## src/rtl/csf_pkg.sv

```systemverilog
package csf_pkg;

  // Bytes a header asks to keep, limited to the buffer capacity.
  function automatic logic [7:0] clamp_count(input logic [7:0] hdr, input int cap);
    if (int'(hdr) > cap) return 8'(cap);
    return hdr;
  endfunction

  // Whether a byte at a given arrival position lands in the buffer.
  function automatic logic slot_open(input int pos, input int target);
    return (pos > 0) && (pos < target);
  endfunction

  typedef enum logic [1:0] {RX_HUNT, RX_START, RX_DATA, RX_STOPW} rx_state_t;

endpackage

```

## src/rtl/csf_sync.sv

```systemverilog
module csf_sync #(
  parameter int W = 2,
  parameter logic [W-1:0] INIT = '0
) (
  input  logic         clk,
  input  logic         rst_n,
  input  logic [W-1:0] d,
  output logic [W-1:0] q
);
  logic [W-1:0] meta;

  always_ff @(posedge clk or negedge rst_n) begin
    if (!rst_n) begin
      meta <= INIT;
      q    <= INIT;
    end else begin
      meta <= d;
      q    <= meta;
    end
  end
endmodule

```

## src/rtl/csf_tick_gen.sv

```systemverilog
module csf_tick_gen #(
  parameter int DIV = 109
) (
  input  logic clk,
  input  logic rst_n,
  output logic tick
);
  localparam int CW = (DIV > 1) ? $clog2(DIV) : 1;
  localparam logic [CW-1:0] LAST = CW'(DIV - 1);

  logic [CW-1:0] cnt;

  always_ff @(posedge clk or negedge rst_n) begin
    if (!rst_n) begin
      cnt  <= '0;
      tick <= 1'b0;
    end else if (cnt == LAST) begin
      cnt  <= '0;
      tick <= 1'b1;
    end else begin
      cnt  <= cnt + 1'b1;
      tick <= 1'b0;
    end
  end
endmodule

```

## src/rtl/csf_byte_rx.sv

```systemverilog
module csf_byte_rx
  import csf_pkg::*;
#(
  parameter int OSR = 16
) (
  input  logic       clk,
  input  logic       rst_n,
  input  logic       en,
  input  logic       tick,
  input  logic       rx,
  output logic       done,
  output logic [7:0] data
);
  localparam int TW = $clog2(OSR);
  localparam logic [TW-1:0] MID  = TW'(OSR / 2 - 1);
  localparam logic [TW-1:0] FULL = TW'(OSR - 1);

  rx_state_t     state;
  logic [TW-1:0] tcnt;
  logic [2:0]    bitn;

  always_ff @(posedge clk or negedge rst_n) begin
    if (!rst_n) begin
      state <= RX_HUNT;
      tcnt  <= '0;
      bitn  <= '0;
      data  <= '0;
      done  <= 1'b0;
    end else begin
      done <= 1'b0;
      if (!en) begin
        state <= RX_HUNT;
        tcnt  <= '0;
      end else begin
        case (state)
          RX_HUNT: if (tick && rx) begin
            state <= RX_START;
            tcnt  <= '0;
          end
          RX_START: if (tick) begin
            if (tcnt == MID) begin
              state <= rx ? RX_DATA : RX_HUNT;
              tcnt  <= '0;
              bitn  <= '0;
            end else begin
              tcnt <= tcnt + 1'b1;
            end
          end
          RX_DATA: if (tick) begin
            if (tcnt == FULL) begin
              tcnt <= '0;
              data <= {~rx, data[7:1]};
              if (bitn == 3'd7) begin
                done  <= 1'b1;
                state <= RX_STOPW;
              end else begin
                bitn <= bitn + 1'b1;
              end
            end else begin
              tcnt <= tcnt + 1'b1;
            end
          end
          RX_STOPW: if (!rx) state <= RX_HUNT;
          default: state <= RX_HUNT;
        endcase
      end
    end
  end
endmodule

```

## src/rtl/csf_frame_ctl.sv

```systemverilog
module csf_frame_ctl
  import csf_pkg::*;
#(
  parameter int BUF_BYTES = 10,
  localparam int IDXW = $clog2(BUF_BYTES + 1)
) (
  input  logic                   clk,
  input  logic                   rst_n,
  input  logic                   cs_n_s,
  input  logic                   byte_done,
  input  logic [7:0]             byte_data,
  output logic                   cs_active,
  output logic                   wr_en,
  output logic [IDXW-1:0]        wr_idx,
  output logic                   ack_n,
  output logic                   rdy_clear,
  output logic                   pkt_valid,
  output logic [IDXW-1:0]        pkt_len,
  output logic [8*BUF_BYTES-1:0] buf_data
);
  logic            cs_q, in_frame, void_f;
  logic [IDXW-1:0] count, target;
  logic [7:0]      mem [BUF_BYTES];
  logic            cs_fall, cs_rise, is_hdr, complete;

  assign cs_fall   = cs_q & ~cs_n_s;
  assign cs_rise   = ~cs_q & cs_n_s;
  assign cs_active = in_frame & ~cs_n_s;
  assign is_hdr    = (count == '0);
  assign complete  = !is_hdr && (count == target);
  assign wr_idx    = count;
  assign wr_en     = cs_active && byte_done && !void_f &&
                     (is_hdr ? (byte_data != 8'd0)
                             : slot_open(int'(count), int'(target)));

  always_ff @(posedge clk or negedge rst_n) begin
    if (!rst_n) begin
      cs_q      <= 1'b1;
      in_frame  <= 1'b0;
      void_f    <= 1'b0;
      count     <= '0;
      target    <= '0;
      ack_n     <= 1'b1;
      rdy_clear <= 1'b0;
      pkt_valid <= 1'b0;
      pkt_len   <= '0;
    end else begin
      cs_q      <= cs_n_s;
      rdy_clear <= 1'b0;
      pkt_valid <= 1'b0;
      if (cs_fall) begin
        in_frame  <= 1'b1;
        void_f    <= 1'b0;
        count     <= '0;
        target    <= '0;
        ack_n     <= 1'b0;
        rdy_clear <= 1'b1;
      end else if (cs_rise && in_frame) begin
        in_frame  <= 1'b0;
        ack_n     <= 1'b1;
        pkt_valid <= complete && !void_f;
      end else if (cs_active && byte_done && !void_f) begin
        if (is_hdr) begin
          if (byte_data == 8'd0) begin
            void_f <= 1'b1;
          end else begin
            target  <= IDXW'(clamp_count(byte_data, BUF_BYTES));
            pkt_len <= IDXW'(clamp_count(byte_data, BUF_BYTES));
            count   <= IDXW'(1);
          end
        end else if (wr_en) begin
          count <= count + 1'b1;
        end
      end
    end
  end

  for (genvar g = 0; g < BUF_BYTES; g++) begin : g_slot
    always_ff @(posedge clk or negedge rst_n) begin
      if (!rst_n)
        mem[g] <= '0;
      else if (wr_en && (int'(wr_idx) == g))
        mem[g] <= byte_data;
    end
    assign buf_data[8*g +: 8] = mem[g];
  end
endmodule

```

## src/rtl/csf_pkt_rx.sv

```systemverilog
module csf_pkt_rx #(
  parameter int CLK_DIV   = 109,
  parameter int OSR       = 16,
  parameter int BUF_BYTES = 10,
  localparam int IDXW = $clog2(BUF_BYTES + 1)
) (
  input  logic                   clk,
  input  logic                   rst_n,
  input  logic                   cs_n,
  input  logic                   rx,
  output logic                   ack_n,
  output logic                   rdy_clear,
  output logic                   pkt_valid,
  output logic [IDXW-1:0]        pkt_len,
  output logic [8*BUF_BYTES-1:0] buf_data
);
  logic [1:0]      sync_q;
  logic            cs_n_s, rx_s, tick;
  logic            cs_active, byte_done, wr_en;
  logic [7:0]      byte_data;
  logic [IDXW-1:0] wr_idx;

  csf_sync #(.W(2), .INIT(2'b10)) u_sync (
    .clk(clk), .rst_n(rst_n), .d({cs_n, rx}), .q(sync_q)
  );
  assign cs_n_s = sync_q[1];
  assign rx_s   = sync_q[0];

  csf_tick_gen #(.DIV(CLK_DIV)) u_tick (
    .clk(clk), .rst_n(rst_n), .tick(tick)
  );

  csf_byte_rx #(.OSR(OSR)) u_byte (
    .clk(clk), .rst_n(rst_n), .en(cs_active), .tick(tick), .rx(rx_s),
    .done(byte_done), .data(byte_data)
  );

  csf_frame_ctl #(.BUF_BYTES(BUF_BYTES)) u_ctl (
    .clk(clk), .rst_n(rst_n), .cs_n_s(cs_n_s),
    .byte_done(byte_done), .byte_data(byte_data),
    .cs_active(cs_active), .wr_en(wr_en), .wr_idx(wr_idx),
    .ack_n(ack_n), .rdy_clear(rdy_clear), .pkt_valid(pkt_valid),
    .pkt_len(pkt_len), .buf_data(buf_data)
  );
endmodule

```

## config.mk

```make
export PLATFORM = sky130hd
export DESIGN_NAME = csf_pkt_rx
export DESIGN_NICKNAME = d
export VERILOG_FILES = /design/src/rtl/csf_pkg.sv /design/src/rtl/csf_sync.sv /design/src/rtl/csf_tick_gen.sv /design/src/rtl/csf_byte_rx.sv /design/src/rtl/csf_frame_ctl.sv /design/src/rtl/csf_pkt_rx.sv
export SDC_FILE = /design/constraint.sdc
export NUM_CORES = 1
export LEC_CHECK = 0
export BUFFER_PORTS_ARGS = -buffer_cell sky130_fd_sc_hd__buf_2
export CAP_MARGIN = 0
export CORE_ASPECT_RATIO = 0.8
export CORE_UTILIZATION = 25
export CTS_CLUSTER_DIAMETER = 60
export DETAILED_ROUTE_END_ITERATION = 10
export GPL_ROUTABILITY_DRIVEN = 0
export RECOVER_POWER = 50
export SYNTH_ARGS = -nofsm -noshare
export SYNTH_HDL_FRONTEND = slang
export SYNTH_SLANG_ARGS = --single-unit
export TNS_END_PERCENT = 5
```

## constraint.sdc

```tcl
create_clock -name clk -period 2.39 [get_ports clk]
set_input_delay 0.478 -clock clk [delete_from_list [all_inputs] [get_ports clk]]
set_output_delay 0.478 -clock clk [all_outputs]
set_load 0.01 [all_outputs]
```

# Yosys cells after proc, flatten, opt, wreduce, memory -nomap -nowiden
# Index checks and enable logic that the tools add are counted.
[classes]
n_addsub = 4
n_mul = 0
div = 0
magnitude_cmp = 3
n_eq_ne = 33
shift = 0
mux = 62
n_bitwise = 9
reduce_logical = 39
[ops]
columns = ["op", "count"]
rows = [
  ["$mux 4", 19],
  ["$eq 4x4->1 const B", 7],
  ["$mux 1", 25],
  ["$ne 3x3->1 const B", 7],
  ["$reduce_and 4->1", 5],
  ["$logic_and 1x1->1", 18],
  ["$mux 2", 9],
  ["$mux 3", 5],
  ["$reduce_and 7->1", 2],
  ["$eq 4x3->1 const B", 3],
  ["$pmux 4 s3", 1],
  ["$reduce_bool 2->1", 5],
  ["$add 4x1->4 const B", 2],
  ["$gt 8x4->1 const B", 1],
  ["$logic_not 4->1", 2],
  ["$logic_not 8->1", 1],
  ["$ne 2x1->1 const B", 4],
  ["$pmux 2 s4", 1],
  ["$reduce_bool 8->1", 1],
  ["$add 7x1->7 const B", 1],
  ["$eq 7x7->1 const B", 1],
  ["$mux 7", 1],
  ["$ne 2x2->1 const B", 3],
  ["$not 1->1", 6],
  ["16 further kinds", 20],
]
[word_totals]
reg_bits = 128
latchBits = 0
ramBits = 0
mem_bits_ro = 0
inputBits = 4
out_inout_bits = 87
word_cells = 178
mem_count = 0

# Longest topological paths before layout
# Gate-level depths: netlist of run 1.
[logic_depth]
ltp_word = 13
depth_mapped = 9
ltp_nobuf = 7

# Modules after synthesis
# Synthesis of run 1 repeated with hierarchy kept, for this count alone.
[unflattened]
cells_unflattened = 417
area_unflattened_um2 = 5798.1
[by_module_without_submodules]
columns = ["mod", "instances", "cells_per_inst", "area_each_um2"]
rows = [
  ["csf_frame_ctl", 1, 290, 4299.1],
  ["csf_byte_rx", 1, 89, 1022.2],
  ["csf_tick_gen", 1, 34, 374.1],
  ["csf_sync", 1, 4, 102.6],
]

# Worst setup path after synthesis of run 1
# OpenSTA, ideal clock, no wires.
[synth_path]
path_kind = "reg-to-reg"
from = "register u_ctl.count[0], in the netlist u_ctl.wr_idx[0]"
to = "register u_ctl.mem, in the netlist u_ctl.buf_data[64]"
setup_ns = 0.125
t_arrival_ns = 2.197
path_slack_ns = 0.068
stages_incl_launch_ff = 10
synth_period_minus_slack_ns = 2.322
path_cell_list = "dfrtp_1 inv_1 ha_1 nor3b_4 a211oi_2 and3_1 buf_6 and4b_1 buf_6 mux2_4"
[synth_via]
elab_chain_cells = 5
[synth_lines]
columns = ["item", "line_no", "source"]
rows = [
  ["start, declared", "csf_frame_ctl.sv:22", "logic [IDXW-1:0] count, target;"],
  ["start signal, assigned", "csf_frame_ctl.sv:72", "count <= count + 1'b1;"],
  ["$gt 4x1->1 or $lt 4x4->1 (tied branches)", "csf_pkg.sv:11", "return (pos > 0) && (pos < target);"],
  ["$logic_and 1x1->1", "csf_pkg.sv:11", ""],
  ["$mux 1", "csf_frame_ctl.sv:33", "(is_hdr ? (byte_data != 8'd0)"],
  ["$logic_and 1x1->1", "csf_frame_ctl.sv:32", "assign wr_en = cs_active && byte_done && !void_f &&"],
  ["$logic_and 1x1->1 (*)", "csf_frame_ctl.sv:82", "else if (wr_en && (int'(wr_idx) == g))"],
  ["end signal, assigned by index", "csf_frame_ctl.sv:83", "mem[g] <= byte_data;"],
  ["end, declared", "csf_frame_ctl.sv:23", "logic [7:0] mem [BUF_BYTES];"],
]
# Every way passes the cells marked *; elsewhere a longest branch is shown, timed or not.
# A chain may end at the register's enable or synchronous reset.

# Worst setup path in the final report of run 1
[layout_path]
from = "register u_ctl.count[0], in the netlist u_ctl.wr_idx[0]"
to = "register u_ctl.mem, in the netlist u_ctl.buf_data[54]"
# The elaborated chain is that of the path after synthesis.

==> results.rst, run 1 <==
.. list-table::
   :header-rows: 1

   * - Metric
     - Value
   * - Status
     - complete, no violations
   * - Mean cell area of the mapped netlist
     - 13.4 sq um
   * - Antenna violations before repair
     - 0
   * - Largest fanout of any net on the critical path
     - 8
   * - Static leakage
     - 3.58 nW
   * - Mapped Cells
     - a little over 400
   * - Sink count of the clock tree
     - between 100 and 150
   * - Vias per cell
     - 4.26
   * - Area leader, netlist
     - sky130_fd_sc_hd__dfrtp_1
   * - Count of pins over their slew limit
     - 0
   * - Die height
     - 135 um
   * - Tcrit/Tclk final
     - 0.950
   * - Global-route usage over all layers
     - 0.117
   * - Setup ws final
     - 0.119 ns
   * - Hold slack final
     - between 0.15 and 0.2 ns
   * - Die ar.
     - roughly 23000 sq um
   * - Total power draw
     - roughly 4.8 mW
   * - Number of nets in the layout
     - around 560
   * - Cell variety after synth
     - between 50 and 60
   * - Sequential-to-total area share from yosys stat
     - 0.577
   * - Setup repair after global routing missed its margin
     - true
   * - Number of storage elements in the synthesis netlist
     - 128
   * - Longest Clk Path Bufs
     - 2
   * - Setup skew after layout
     - ~0.010 ns
   * - Share of layout cells above drive strength 1
     - 0.407
   * - # resized after CTS
     - 0
   * - Crit Path Class
     - register to register
   * - Clock transition at the registers of the reported paths
     - about 0.06 ns
   * - Fill cell instance count of the final layout
     - 2186
   * - Crit path largest cell delay
     - approximately 0.38 ns
   * - Top cells by count, synth
     - sky130_fd_sc_hd__dfrtp_1, sky130_fd_sc_hd__mux2_2, sky130_fd_sc_hd__nand2_1
   * - Average detailed-routed wire length per instance
     - ~15 um
   * - Area share of the largest cell type after synthesis
     - 0.558
   * - Netlist area before placement
     - between 5000 and 6000 sq um
   * - Fin Setup TNS
     - 0 ns
   * - List of cells traversed by the critical path
     - inv_1, ha_1, nor3b_4, a211oi_2, buf_4, nand3_4, nor3_4, mux2_2
   * - Final setup violation count
     - 0
   * - Starting Density
     - 0.256
   * - Worst-Margin Slew
     - roughly 1.1 ns
   * - Minimum clock period
     - ~2.3 ns
   * - Slew margin rel.
     - 0.247
   * - Nature of the critical path startpoint
     - register
   * - Worst IR Drop VDD
     - approximately 0.43 mV
   * - Diodes inserted
     - 0
   * - Maximum capacitance violations
     - 0
   * - Number of buffers added on ports
     - 90
   * - Area delta synth->final
     - 28.5%
   * - Arrival time at the worst endpoint
     - around 2.6 ns
   * - Finished Core Util
     - 0.329
   * - Maximum frequency from static timing analysis
     - 440 MHz
   * - Buffer count from post-CTS setup fixing
     - 0
   * - Routed Wire Length
     - around 13000 um
   * - Die X
     - roughly 170 um
   * - Core Region
     - between 20000 and 25000 sq um
   * - Placed Instance Area
     - around 6600 sq um
   * - Count of pins on the block boundary
     - slightly above 90
   * - Top_reg_cell synth
     - sky130_fd_sc_hd__dfrtp_1
   * - Post-synth EDFFs
     - 0
   * - Number of routed nets with antenna violations
     - 0
   * - Type of the worst min-delay path
     - input pin to register
   * - Root buf cell
     - sky130_fd_sc_hd__clkbuf_16
   * - Post-synthesis async set-or-reset flop share
     - 1.00
   * - Via count
     - 3633
   * - Clock buffers created by TritonCTS
     - 17
   * - Number of design-rule violations left by the first detailed-router iteration
     - around 150
   * - Non-filler instance count after layout
     - between 800 and 900
   * - Top-count cell post-synth
     - sky130_fd_sc_hd__dfrtp_1
   * - Total iterations of the first detailed-routing run
     - 5
   * - Worst EP required
     - about 2.7 ns
   * - Largest net degree at the start of global routing
     - between 50 and 60
   * - Instance count after placement with tap cells included
     - a little over 800
   * - Slowest cell on the critical path
     - sky130_fd_sc_hd__mux2_2
   * - Clock latency at the later pin of the worst-skew pair
     - around 0.41 ns
   * - Number of synthesis warnings
     - 0
   * - Post-synthesis net count
     - ~440
   * - Count of unresolved DRC violations after routing
     - 0
   * - Area contributors post-synth
     - sky130_fd_sc_hd__dfrtp_1, sky130_fd_sc_hd__mux2_2, sky130_fd_sc_hd__ha_1
   * - Final hold violations
     - 0
   * - P per Cell Area
     - slightly below 700 nW/um^2
   * - Post-place setup slack
     - roughly 0.078 ns
   * - Via count of the first global-routing pass
     - about 3600
   * - Depth of the CTS H-tree
     - 4
   * - First-pass GRT wire length
     - approximately 20000 um
   * - CTS tree
     - yes
   * - Aggregate global routing overflow
     - 0
   * - CP endpoint kind
     - register
   * - Post-route design area
     - around 7100 sq um
   * - Cell Rows
     - between 40 and 50
   * - Placed wire-length estimate
     - between 8000 and 9000 um
-- worst paths after layout --
| path | cells after the start | start | end | slack, ns |
|---|---|---|---|---|
| min reg2reg | 0 | u_sync.meta[1] | u_sync.q[1] | 0.36 |
| min | 1 | cs_n | u_sync.meta[1] | 0.17 |
| max | 8 | u_ctl.wr_idx[0] | u_ctl.buf_data[54] | 0.12 |
| max in group asynchronous | 3 | rst_n | u_ctl.buf_data[76] | 0.49 |
| min in group asynchronous | 2 | rst_n | u_ctl.rdy_clear | 0.81 |
| max reg2reg | 8 | u_ctl.wr_idx[0] | u_ctl.buf_data[54] | 0.12 |
-- power by group --
part	switching [mW]	internal [mW]	total, mW
sequential	0.00713	2.18	2.19
combinational	0.0646	0.0174	0.0820
clock	0.995	1.55	2.55
total	1.07	3.75	4.82
-- flip-flops by register name, summed over array words and instances (netlist names), 2 cells and up --
signal / flops
u_ctl.target: 4
u_byte.data: 8
u_sync.q: 2
u_ctl.pkt_len: 4
u_byte.bitn: 3
u_byte.tcnt: 4
u_ctl.wr_idx: 4
u_sync.meta: 2
u_byte.state: 2
u_ctl.buf_data: 80
u_tick.cnt: 7
-- worst max-delay path, delay by kind of cell, from the launching register on --
family,cells,cell delay (ns)
AND/OR/NAND/NOR,3,0.66
multiplexers,1,0.38
flip-flops,1,0.35
buffers and inverters,2,0.28
AO/OA/AOI/OAI,1,0.26
adder cells (fa/ha/maj),1,0.23
-- layer usage --
| metal | global-route usage | vias to the layer above | part of all wire |
|---|---|---|---|
| met2 | 0.163 | 69 | 0.42 |
| met3 | 0.0316 | 7 | 0.040 |
| li1 | - | 1730 | - |
| met5 | 0 | - | 0 |
| met4 | 0.0288 | 0 | 0.0064 |
| met1 | 0.176 | 1827 | 0.54 |
-- cell usage in the layout, fill, tap and decap left out, drive strengths merged, types with 4 or more instances in the layout --
cell,n
dfrtp,124
buf,93
mux2,89
clkbuf,49
nand2,23
nor2,20
ha,17
inv,17
nand3,14
o21ai,10
nor3,9
clkinv,7
nor2b,6
and2,5
a21oi,5
a211oi,5
nand2b,4
o211ai,4
mux2i,4
dfstp,4
-- final cells by class --
type | instances | area [sq um] | share of cell area
Clock buffer | 18 | 429 | 0.0601
Clock inverter | 14 | 158 | 0.0221
Inverter | 14 | 52.6 | 0.00736
Multi-Input combinational cell | 254 | 2190 | 0.306
Sequential cell | 128 | 3210 | 0.449
Tap cell | 300 | 375 | 0.0526
Timing Repair Buffer | 125 | 732 | 0.102
-- what timing repair did --
| action | 4_1_cts | 5_1_grt |
|---|---|---|
| hold buffers | 1 | 0 |
| hold endpoints to repair | 18 | 0 |
| setup endpoints to repair | 0 | 15 |
-- kinds of logic (layout without fill, tap and decap cells) --
logic type,Yosys count,in the layout,synth area share
buffers and inverters,33,171,0.0295
AOI/OAI and AO/OA,41,41,0.0509
adders and majority gates,17,17,0.0383
and+or+nand+nor,99,99,0.105
DFF,128,128,0.577
muxes,93,93,0.193
xor gates and xnor gates,4,4,0.00630
Power figures use the tool's default switching activity.
==> run 2, diff against run 1 <==
--- a/config.mk
+++ b/config.mk
@@ -7,11 +7,12 @@
 export LEC_CHECK = 0
 export BUFFER_PORTS_ARGS = -buffer_cell sky130_fd_sc_hd__buf_2
 export CAP_MARGIN = 0
-export CORE_ASPECT_RATIO = 0.8
+export CORE_ASPECT_RATIO = 0.9
 export CORE_UTILIZATION = 25
 export CTS_CLUSTER_DIAMETER = 60
 export DETAILED_ROUTE_END_ITERATION = 10
 export GPL_ROUTABILITY_DRIVEN = 0
+export GPL_TIMING_DRIVEN = 0
 export RECOVER_POWER = 50
 export SYNTH_ARGS = -nofsm -noshare
 export SYNTH_HDL_FRONTEND = slang
==> run 2 against run 1 <==
Compared with the run above:
- the flow now finishes with violations (max-capacitance violations, max-slew violations)
- maximum frequency is 4.1% lower
- combinational power is 2% lower
- clock skew is 0.0014 ns lower
- register-to-register slack worse by 0.096 ns
- cell count is 2.1% lower
- die area hardly changed
- sequential share of layout area is 0.62 points higher
==> results.rst, run 2 (synthesized netlist as in run 1, its figures left out) <==
.. list-table::
   :header-rows: 1

   * - Metric
     - Value
   * - Hold Crit Endpoint
     - u_sync.meta[0]
   * - Status
     - finished with violations
   * - Arrival time at the worst endpoint
     - 2.66 ns (+0.10 ns)
   * - Capture point of the worst reg-to-reg path
     - u_ctl.buf_data[70]
   * - Longest Clk Path Bufs
     - 2 (unchanged)
   * - CTS tree
     - yes
   * - Core Region
     - 21700 sq um (about the same)
   * - Vias per cell
     - 4.33 (+1.7%)
   * - P per Cell Area
     - 666 nW/um^2 (-1.3%)
   * - Maximum frequency from static timing analysis
     - 422 MHz (-4.1%)
   * - Count of pins on the block boundary
     - 91 (unchanged)
   * - FF-to-FF path depth
     - 9 (+1)
   * - Depth of the CTS H-tree
     - 4 (unchanged)
   * - Placed Instance Area
     - 6410 sq um (-3.0%)
   * - Violated checks
     - max-capacitance violations, max-slew violations
   * - Static leakage
     - 3.54 nW (-1.4%)
   * - Total iterations of the first detailed-routing run
     - 4 (-1)
   * - Die X
     - 159 um (-5.7%)
   * - Largest register FFs
     - 80 (unchanged)
   * - Routed Wire Length
     - 12800 um (-0.93%)
   * - Worst hold path startpoint
     - rx
   * - Slew margin rel.
     - -0.145 (-0.391)
   * - Largest fanout of any net on the critical path
     - 8 (unchanged)
   * - Diodes inserted
     - 0 (unchanged)
   * - CP endpoint kind
     - register
   * - Clock buffers created by TritonCTS
     - 17 (unchanged)
   * - Area delta synth->final
     - 26.8%
   * - Setup repair after global routing missed its margin
     - true
   * - Clock latency at the later pin of the worst-skew pair
     - 0.41 ns (about the same)
   * - Leading cell type in the layout, fill and taps excluded
     - sky130_fd_sc_hd__dfrtp_1
   * - Global-route usage over all layers
     - 0.118 (+0.000452)
   * - Crit Path Class
     - register to register
   * - Cell Rows
     - 51 (+6.3%)
   * - Number of design-rule violations left by the first detailed-router iteration
     - 212 (+46%)
   * - Placed wire-length estimate
     - 8710 um (-1.1%)
   * - Aggregate global routing overflow
     - 0 (unchanged)
   * - Worst IR Drop VDD
     - 0.276 mV (-36%)
   * - Startpoint of the lowest-slack register-to-register path
     - u_ctl.wr_idx[0]
   * - Die ar.
     - 22800 sq um (about the same)
   * - Largest net degree at the start of global routing
     - 66 (+14%)
   * - Worst EP required
     - 2.68 ns (about the same)
   * - Via count
     - 3618 (-0.41%)
   * - Count of pins over their slew limit
     - 65 (+65)
   * - Antenna violations before repair
     - 0 (unchanged)
   * - Setup skew after layout
     - 0.00861 ns (-0.00143 ns)
   * - Maximum capacitance violations
     - 1 (+1)
   * - Instance count after placement with tap cells included
     - 797 (-2.8%)
   * - Sink count of the clock tree
     - 128 (unchanged)
   * - Root buf cell
     - sky130_fd_sc_hd__clkbuf_16
   * - Clock transition at the registers of the reported paths
     - 0.06 ns (about the same)
   * - Die height
     - 143 um (+6.0%)
   * - Type of the worst min-delay path
     - input pin to register
   * - Setup ws final
     - 0.0222 ns (-0.0964 ns)
   * - Number of routed nets with antenna violations
     - 0 (unchanged)
   * - Final setup violation count
     - 0 (unchanged)
   * - Fin Setup TNS
     - 0 ns (unchanged)
   * - Number of buffers added on ports
     - 90 (unchanged)
   * - Post-route design area
     - 7050 sq um (-1.3%)
   * - Minimum clock period
     - 2.37 ns (+0.0964 ns)
   * - Average detailed-routed wire length per instance
     - 15.3 um (+1.2%)
   * - Starting Density
     - 0.256 (about the same)
   * - Worst-Margin Slew
     - 1.72 ns (+0.587 ns)
   * - Finished Core Util
     - 0.325 (-0.00461)
   * - Tcrit/Tclk final
     - 0.991 (+0.0403)
   * - Hold Path Depth
     - 1 (unchanged)
   * - FF-to-FF setup slack
     - 0.02 ns (-0.10 ns)
   * - Nature of the critical path startpoint
     - register
   * - Leading cell types in the layout, fill and taps excluded
     - sky130_fd_sc_hd__dfrtp_1, sky130_fd_sc_hd__mux2_2, sky130_fd_sc_hd__buf_2
   * - Share of layout cells above drive strength 1
     - 0.404 (-0.00246)
   * - Final hold violations
     - 0 (unchanged)
   * - Via count of the first global-routing pass
     - 3637 (+0.86%)
   * - Number of nets in the layout
     - 553 (-1.4%)
   * - Post-place setup slack
     - -0.317 ns (-0.395 ns)
   * - Count of unresolved DRC violations after routing
     - 0 (unchanged)
   * - First-pass GRT wire length
     - 20700 um (+1.0%)
   * - Non-filler instance count after layout
     - 835 (-2.1%)
run 2: cell count changes in the layout (fill, tap and decap cells not counted), moves of 3 or more:
| cell | change |
|---|---|
| sky130_fd_sc_hd__nor2_4 | +3 |
| sky130_fd_sc_hd__clkinv_4 | -4 |
| sky130_fd_sc_hd__buf_2 | +8 |
| sky130_fd_sc_hd__buf_12 | -3 |
| sky130_fd_sc_hd__clkinvlp_4 | +7 |
| sky130_fd_sc_hd__buf_4 | -19 |
run 2: worst max path at each step:
stage / cells after the start / start / endpoint / slack, ns
after floorplan: 9 / u_ctl.wr_idx[0] / u_ctl.buf_data[64] / 0.07
after global placement: 1 / rst_n / u_ctl.buf_data[26] / -0.94
after detailed placement: 7 / u_ctl.wr_idx[0] / u_ctl.buf_data[28] / -0.32
after CTS: 6 / u_byte.state[0] / u_byte.data[6] / 0.01
after global routing: 10 / u_ctl.target[1] / u_ctl.buf_data[70] / -0.07
final: 9 / u_ctl.wr_idx[0] / u_ctl.buf_data[70] / 0.02
run 2: worst max-delay path, cell delays in order (launching register included):
cell and delay (ns):
sky130_fd_sc_hd__dfrtp_1 0.35, sky130_fd_sc_hd__inv_1 0.10, sky130_fd_sc_hd__ha_2 0.25, sky130_fd_sc_hd__nor3b_4 0.18, sky130_fd_sc_hd__a211oi_4 0.29, sky130_fd_sc_hd__and3_1 0.24
sky130_fd_sc_hd__buf_6 0.13, sky130_fd_sc_hd__and4b_1 0.24, sky130_fd_sc_hd__buf_6 0.17, sky130_fd_sc_hd__mux2_4 0.30
run 2: power by group:
part	internal (mW)	total (mW)	switching, mW
Sequential	2.18	2.19	0.00732
Combinational	0.0176	0.0804	0.0628
Clock	1.45	2.43	0.978
run 2: metrics by stage:
| stage | hold slack, ns | power (mW) |
|---|---|---|
| 2_1_floorplan | 0.182 | 2.25 |
| 3_3_place_gp | 0.339 | 2.31 |
| 3_5_place_dp | 0.342 | 2.31 |
| 4_1_cts | 0.0760 | 4.76 |
| 5_1_grt | 0.144 | 4.86 |
| 6_report | 0.165 | 4.69 |
run 2: layer usage:
layer,part of all wire,GRT usage
met1,0.50,0.163
met5,0,0
met4,0.0060,0.0319
met2,0.46,0.179
met3,0.040,0.0329
run 2: final cells by class:
class / count / area, sq um
fillers: 2184 / 14600
flip-flops and latches: 128 / 3210
multi-input cells: 254 / 2240
repair buffers: 98 / 514
clock buffers: 18 / 439
well taps: 291 / 364
clock inverters: 13 / 116
plain buffers: 19 / 111
inverters: 14 / 52.6
run 2: what timing repair did:
item / in CTS / in global routing
gates resized for setup: 9 / 2
endpoints found under the setup margin: 72 / 41
pin swaps: 6 / 2
buffers inserted: 7 / 0
hold buffers: 0 / 0
gates cloned: 0 / 0
==> run 3, diff against run 2 <==
--- a/config.mk
+++ b/config.mk
@@ -8,7 +8,7 @@
 export BUFFER_PORTS_ARGS = -buffer_cell sky130_fd_sc_hd__buf_2
 export CAP_MARGIN = 0
 export CORE_ASPECT_RATIO = 0.9
-export CORE_UTILIZATION = 25
+export CORE_UTILIZATION = 30
 export CTS_CLUSTER_DIAMETER = 60
 export DETAILED_ROUTE_END_ITERATION = 10
 export GPL_ROUTABILITY_DRIVEN = 0
==> run 3 against run 2 <==
Compared with the run above:
- the run still ends with max-capacitance violations, max-slew violations left
- via count grew 2.2%
- sequential share of layout area grew 0.44 points
- hold slack gained 0.012 ns
- sequential cell count is the same
- core utilization grew 6.5 points
- cell count shrank 5.9%
- cell area shrank 0.99%
- maximum frequency grew 1.7%
- critical endpoint is now u_ctl.buf_data[65]
- highest routed layer unchanged
==> results.rst, run 3 (synthesized netlist as in run 1, its figures left out) <==
.. list-table::
   :header-rows: 1

   * - Metric
     - Value
   * - List of cells traversed by the critical path
     - inv_1, ha_1, a211oi_4, and3_1, buf_6, and4b_1, buf_6, mux2_4
   * - Number of buffers added on ports
     - 90 (unchanged)
   * - Arrival time at the worst endpoint
     - 2.62 ns (-0.04 ns)
   * - First-pass GRT wire length
     - 20500 um (-0.80%)
   * - Leading cell type in the layout, fill and taps excluded
     - sky130_fd_sc_hd__dfrtp_1
   * - Setup skew after layout
     - 0.0111 ns (+0.00252 ns)
   * - Vias per cell
     - 4.70 (+8.6%)
   * - Routed Wire Length
     - 12400 um (-2.5%)
   * - Worst IR Drop VDD
     - 0.582 mV (+110%)
   * - Root buf cell
     - sky130_fd_sc_hd__clkbuf_16
   * - Combined buffer and inverter count along the critical path
     - 3 (unchanged)
   * - Violated checks
     - max-capacitance violations, max-slew violations
   * - Average detailed-routed wire length per instance
     - 15.8 um (+3.6%)
   * - Finished Core Util
     - 0.390 (+0.0650)
   * - P per Cell Area
     - 670 nW/um^2 (+0.55%)
   * - Final hold violations
     - 0 (unchanged)
   * - Non-filler instance count after layout
     - 786 (-5.9%)
   * - Tcrit/Tclk final
     - 0.974 (-0.0169)
   * - Slowest cell on the critical path
     - sky130_fd_sc_hd__a211oi_4
   * - Cell Rows
     - 46 (-9.8%)
   * - Placed wire-length estimate
     - 8790 um (+1.0%)
   * - Clock buffers created by TritonCTS
     - 17 (unchanged)
   * - Nature of the critical path startpoint
     - register
   * - Sink count of the clock tree
     - 128 (unchanged)
   * - Clock transition at the registers of the reported paths
     - 0.06 ns (about the same)
   * - CP endpoint kind
     - register
   * - Number of design-rule violations left by the first detailed-router iteration
     - 136 (-36%)
   * - Placed Instance Area
     - 6340 sq um (-1.0%)
   * - Largest register FFs
     - 80 (unchanged)
   * - Total iterations of the first detailed-routing run
     - 4 (unchanged)
   * - Via count of the first global-routing pass
     - 3872 (+6.5%)
   * - Count of pins on the block boundary
     - 91 (unchanged)
   * - Starting Density
     - 0.311 (+0.0543)
   * - Count of pins over their slew limit
     - 65 (unchanged)
   * - Largest fanout of any net on the critical path
     - 8 (unchanged)
   * - Clock latency at the later pin of the worst-skew pair
     - 0.41 ns (about the same)
   * - Hold slack final
     - 0.178 ns (+0.0125 ns)
   * - Longest Clk Path Bufs
     - 2 (unchanged)
   * - Fill cell instance count of the final layout
     - 1718 (-21%)
   * - Most frequent cell on the critical path
     - sky130_fd_sc_hd__buf_6
   * - Minimum clock period
     - 2.33 ns (-0.0403 ns)
   * - Maximum frequency from static timing analysis
     - 430 MHz (+1.7%)
   * - Die height
     - 131 um (-8.6%)
   * - Instance count after placement with tap cells included
     - 746 (-6.4%)
   * - Static leakage
     - 3.55 nW (+0.53%)
   * - Global-route usage over all layers
     - 0.138 (+0.0202)
   * - Post-route design area
     - 6980 sq um (-0.99%)
   * - Count of unresolved DRC violations after routing
     - 0 (unchanged)
   * - Aggregate global routing overflow
     - 0 (unchanged)
   * - Core Region
     - 17900 sq um (-17%)
   * - Category of cells accounting for the largest share of critical-path delay
     - simple AND/OR/NAND/NOR gates
   * - Post-place setup slack
     - -0.251 ns (+0.0661 ns)
   * - Status
     - finished with violations
   * - Number of routed nets with antenna violations
     - 0 (unchanged)
   * - Slew margin rel.
     - -0.112 (+0.0325)
   * - Leading cell types in the layout, fill and taps excluded
     - sky130_fd_sc_hd__dfrtp_1, sky130_fd_sc_hd__mux2_2, sky130_fd_sc_hd__buf_2
   * - Largest net degree at the start of global routing
     - 66 (unchanged)
   * - Area delta synth->final
     - 25.5%
   * - Setup repair after global routing missed its margin
     - true
   * - Antenna violations before repair
     - 0 (unchanged)
   * - Share of layout cells above drive strength 1
     - 0.414 (+0.00951)
   * - Crit path largest cell delay
     - 0.38 ns (+0.03 ns)
   * - Maximum capacitance violations
     - 1 (unchanged)
   * - Via count
     - 3698 (+2.2%)
   * - Crit Path Class
     - register to register
   * - Type of the worst min-delay path
     - input pin to register
   * - Fin Setup TNS
     - 0 ns (unchanged)
   * - CTS tree
     - yes
   * - Worst-Margin Slew
     - 1.67 ns (-0.0487 ns)
   * - Diodes inserted
     - 0 (unchanged)
   * - Setup ws final
     - 0.0625 ns (+0.0403 ns)
   * - Worst EP required
     - 2.68 ns (about the same)
   * - Total power draw
     - 4.67 mW (-0.45%)
   * - Depth of the CTS H-tree
     - 4 (unchanged)
   * - Final setup violation count
     - 0 (unchanged)
   * - Die X
     - 145 um (-8.6%)
   * - Die ar.
     - 19100 sq um (-16%)
   * - Number of nets in the layout
     - 554 (+0.18%)
   * - Hold-fix buffers, CTS
     - 0 (unchanged)
==> run 3: cell count changes in the layout (fill, tap and decap cells not counted), sizes merged <==
| cell | before | now |
|---|---|---|
| clkinvlp | 9 | 3 |
| buf | 82 | 91 |
| clkbuf | 53 | 49 |
| clkinv | 3 | 7 |
| inv | 14 | 13 |
==> run 3: layer usage <==
layer  part of all wire  vias up  global-route usage
li1                   -     1701                   -
met2               0.49       80               0.225
met4             0.0049        0              0.0409
met5                  0        -                   0
met1               0.45     1913               0.175
met3              0.056        4              0.0420
==> run 3: power by group <==
group / switching, mW / leakage (nW) / internal (mW) / total [mW]
logic: 0.0624 / 1.53 / 0.0180 / 0.0804
clock network: 0.927 / 0.270 / 1.48 / 2.40
registers: 0.00714 / 1.75 / 2.18 / 2.19
total: 0.996 / 3.55 / 3.68 / 4.67
==> run 3: path summary, 6_finish.rpt <==
check                                     end  depth (start not counted)            start  slack (ns)
setup / recovery           u_ctl.buf_data[65]                          8  u_ctl.target[3]        0.06
hold / removal                 u_sync.meta[1]                          1             cs_n        0.18
setup reg to reg           u_ctl.buf_data[65]                          8  u_ctl.target[3]        0.06
hold reg to reg                   u_sync.q[0]                          0   u_sync.meta[0]        0.35
max in group asynchronous      u_sync.meta[1]                          2            rst_n        0.87
min in group asynchronous     u_ctl.rdy_clear                          1            rst_n        0.49
==> run 3: repair_timing <==
action | 4_1_cts | 5_1_grt
endpoints found under the setup margin | 72 | 58
gates cloned | 0 | 0
setup buffers | 8 | 0
gates resized for setup | 6 | 3
pin swaps | 4 | 2
==> run 3: worst reg2reg max path: stages (launching register included) <==
cell and delay [ns]:
sky130_fd_sc_hd__dfrtp_1 0.36, sky130_fd_sc_hd__inv_1 0.05, sky130_fd_sc_hd__ha_1 0.35, sky130_fd_sc_hd__a211oi_4 0.38
sky130_fd_sc_hd__and3_1 0.24, sky130_fd_sc_hd__buf_6 0.12, sky130_fd_sc_hd__and4b_1 0.24, sky130_fd_sc_hd__buf_6 0.17
sky130_fd_sc_hd__mux2_4 0.31
==> run 3: layout make-up <==
cell class,count,area [sq um],share of cell area
Multi-Input combinational cell,254,2230,0.320
Clock inverter,10,87.6,0.0126
Timing Repair Buffer,99,519,0.0744
Buffer,19,111,0.0160
Clock buffer,22,464,0.0665
Sequential cell,128,3210,0.460
Tap cell,240,300,0.0430
Inverter,14,56.3,0.00807
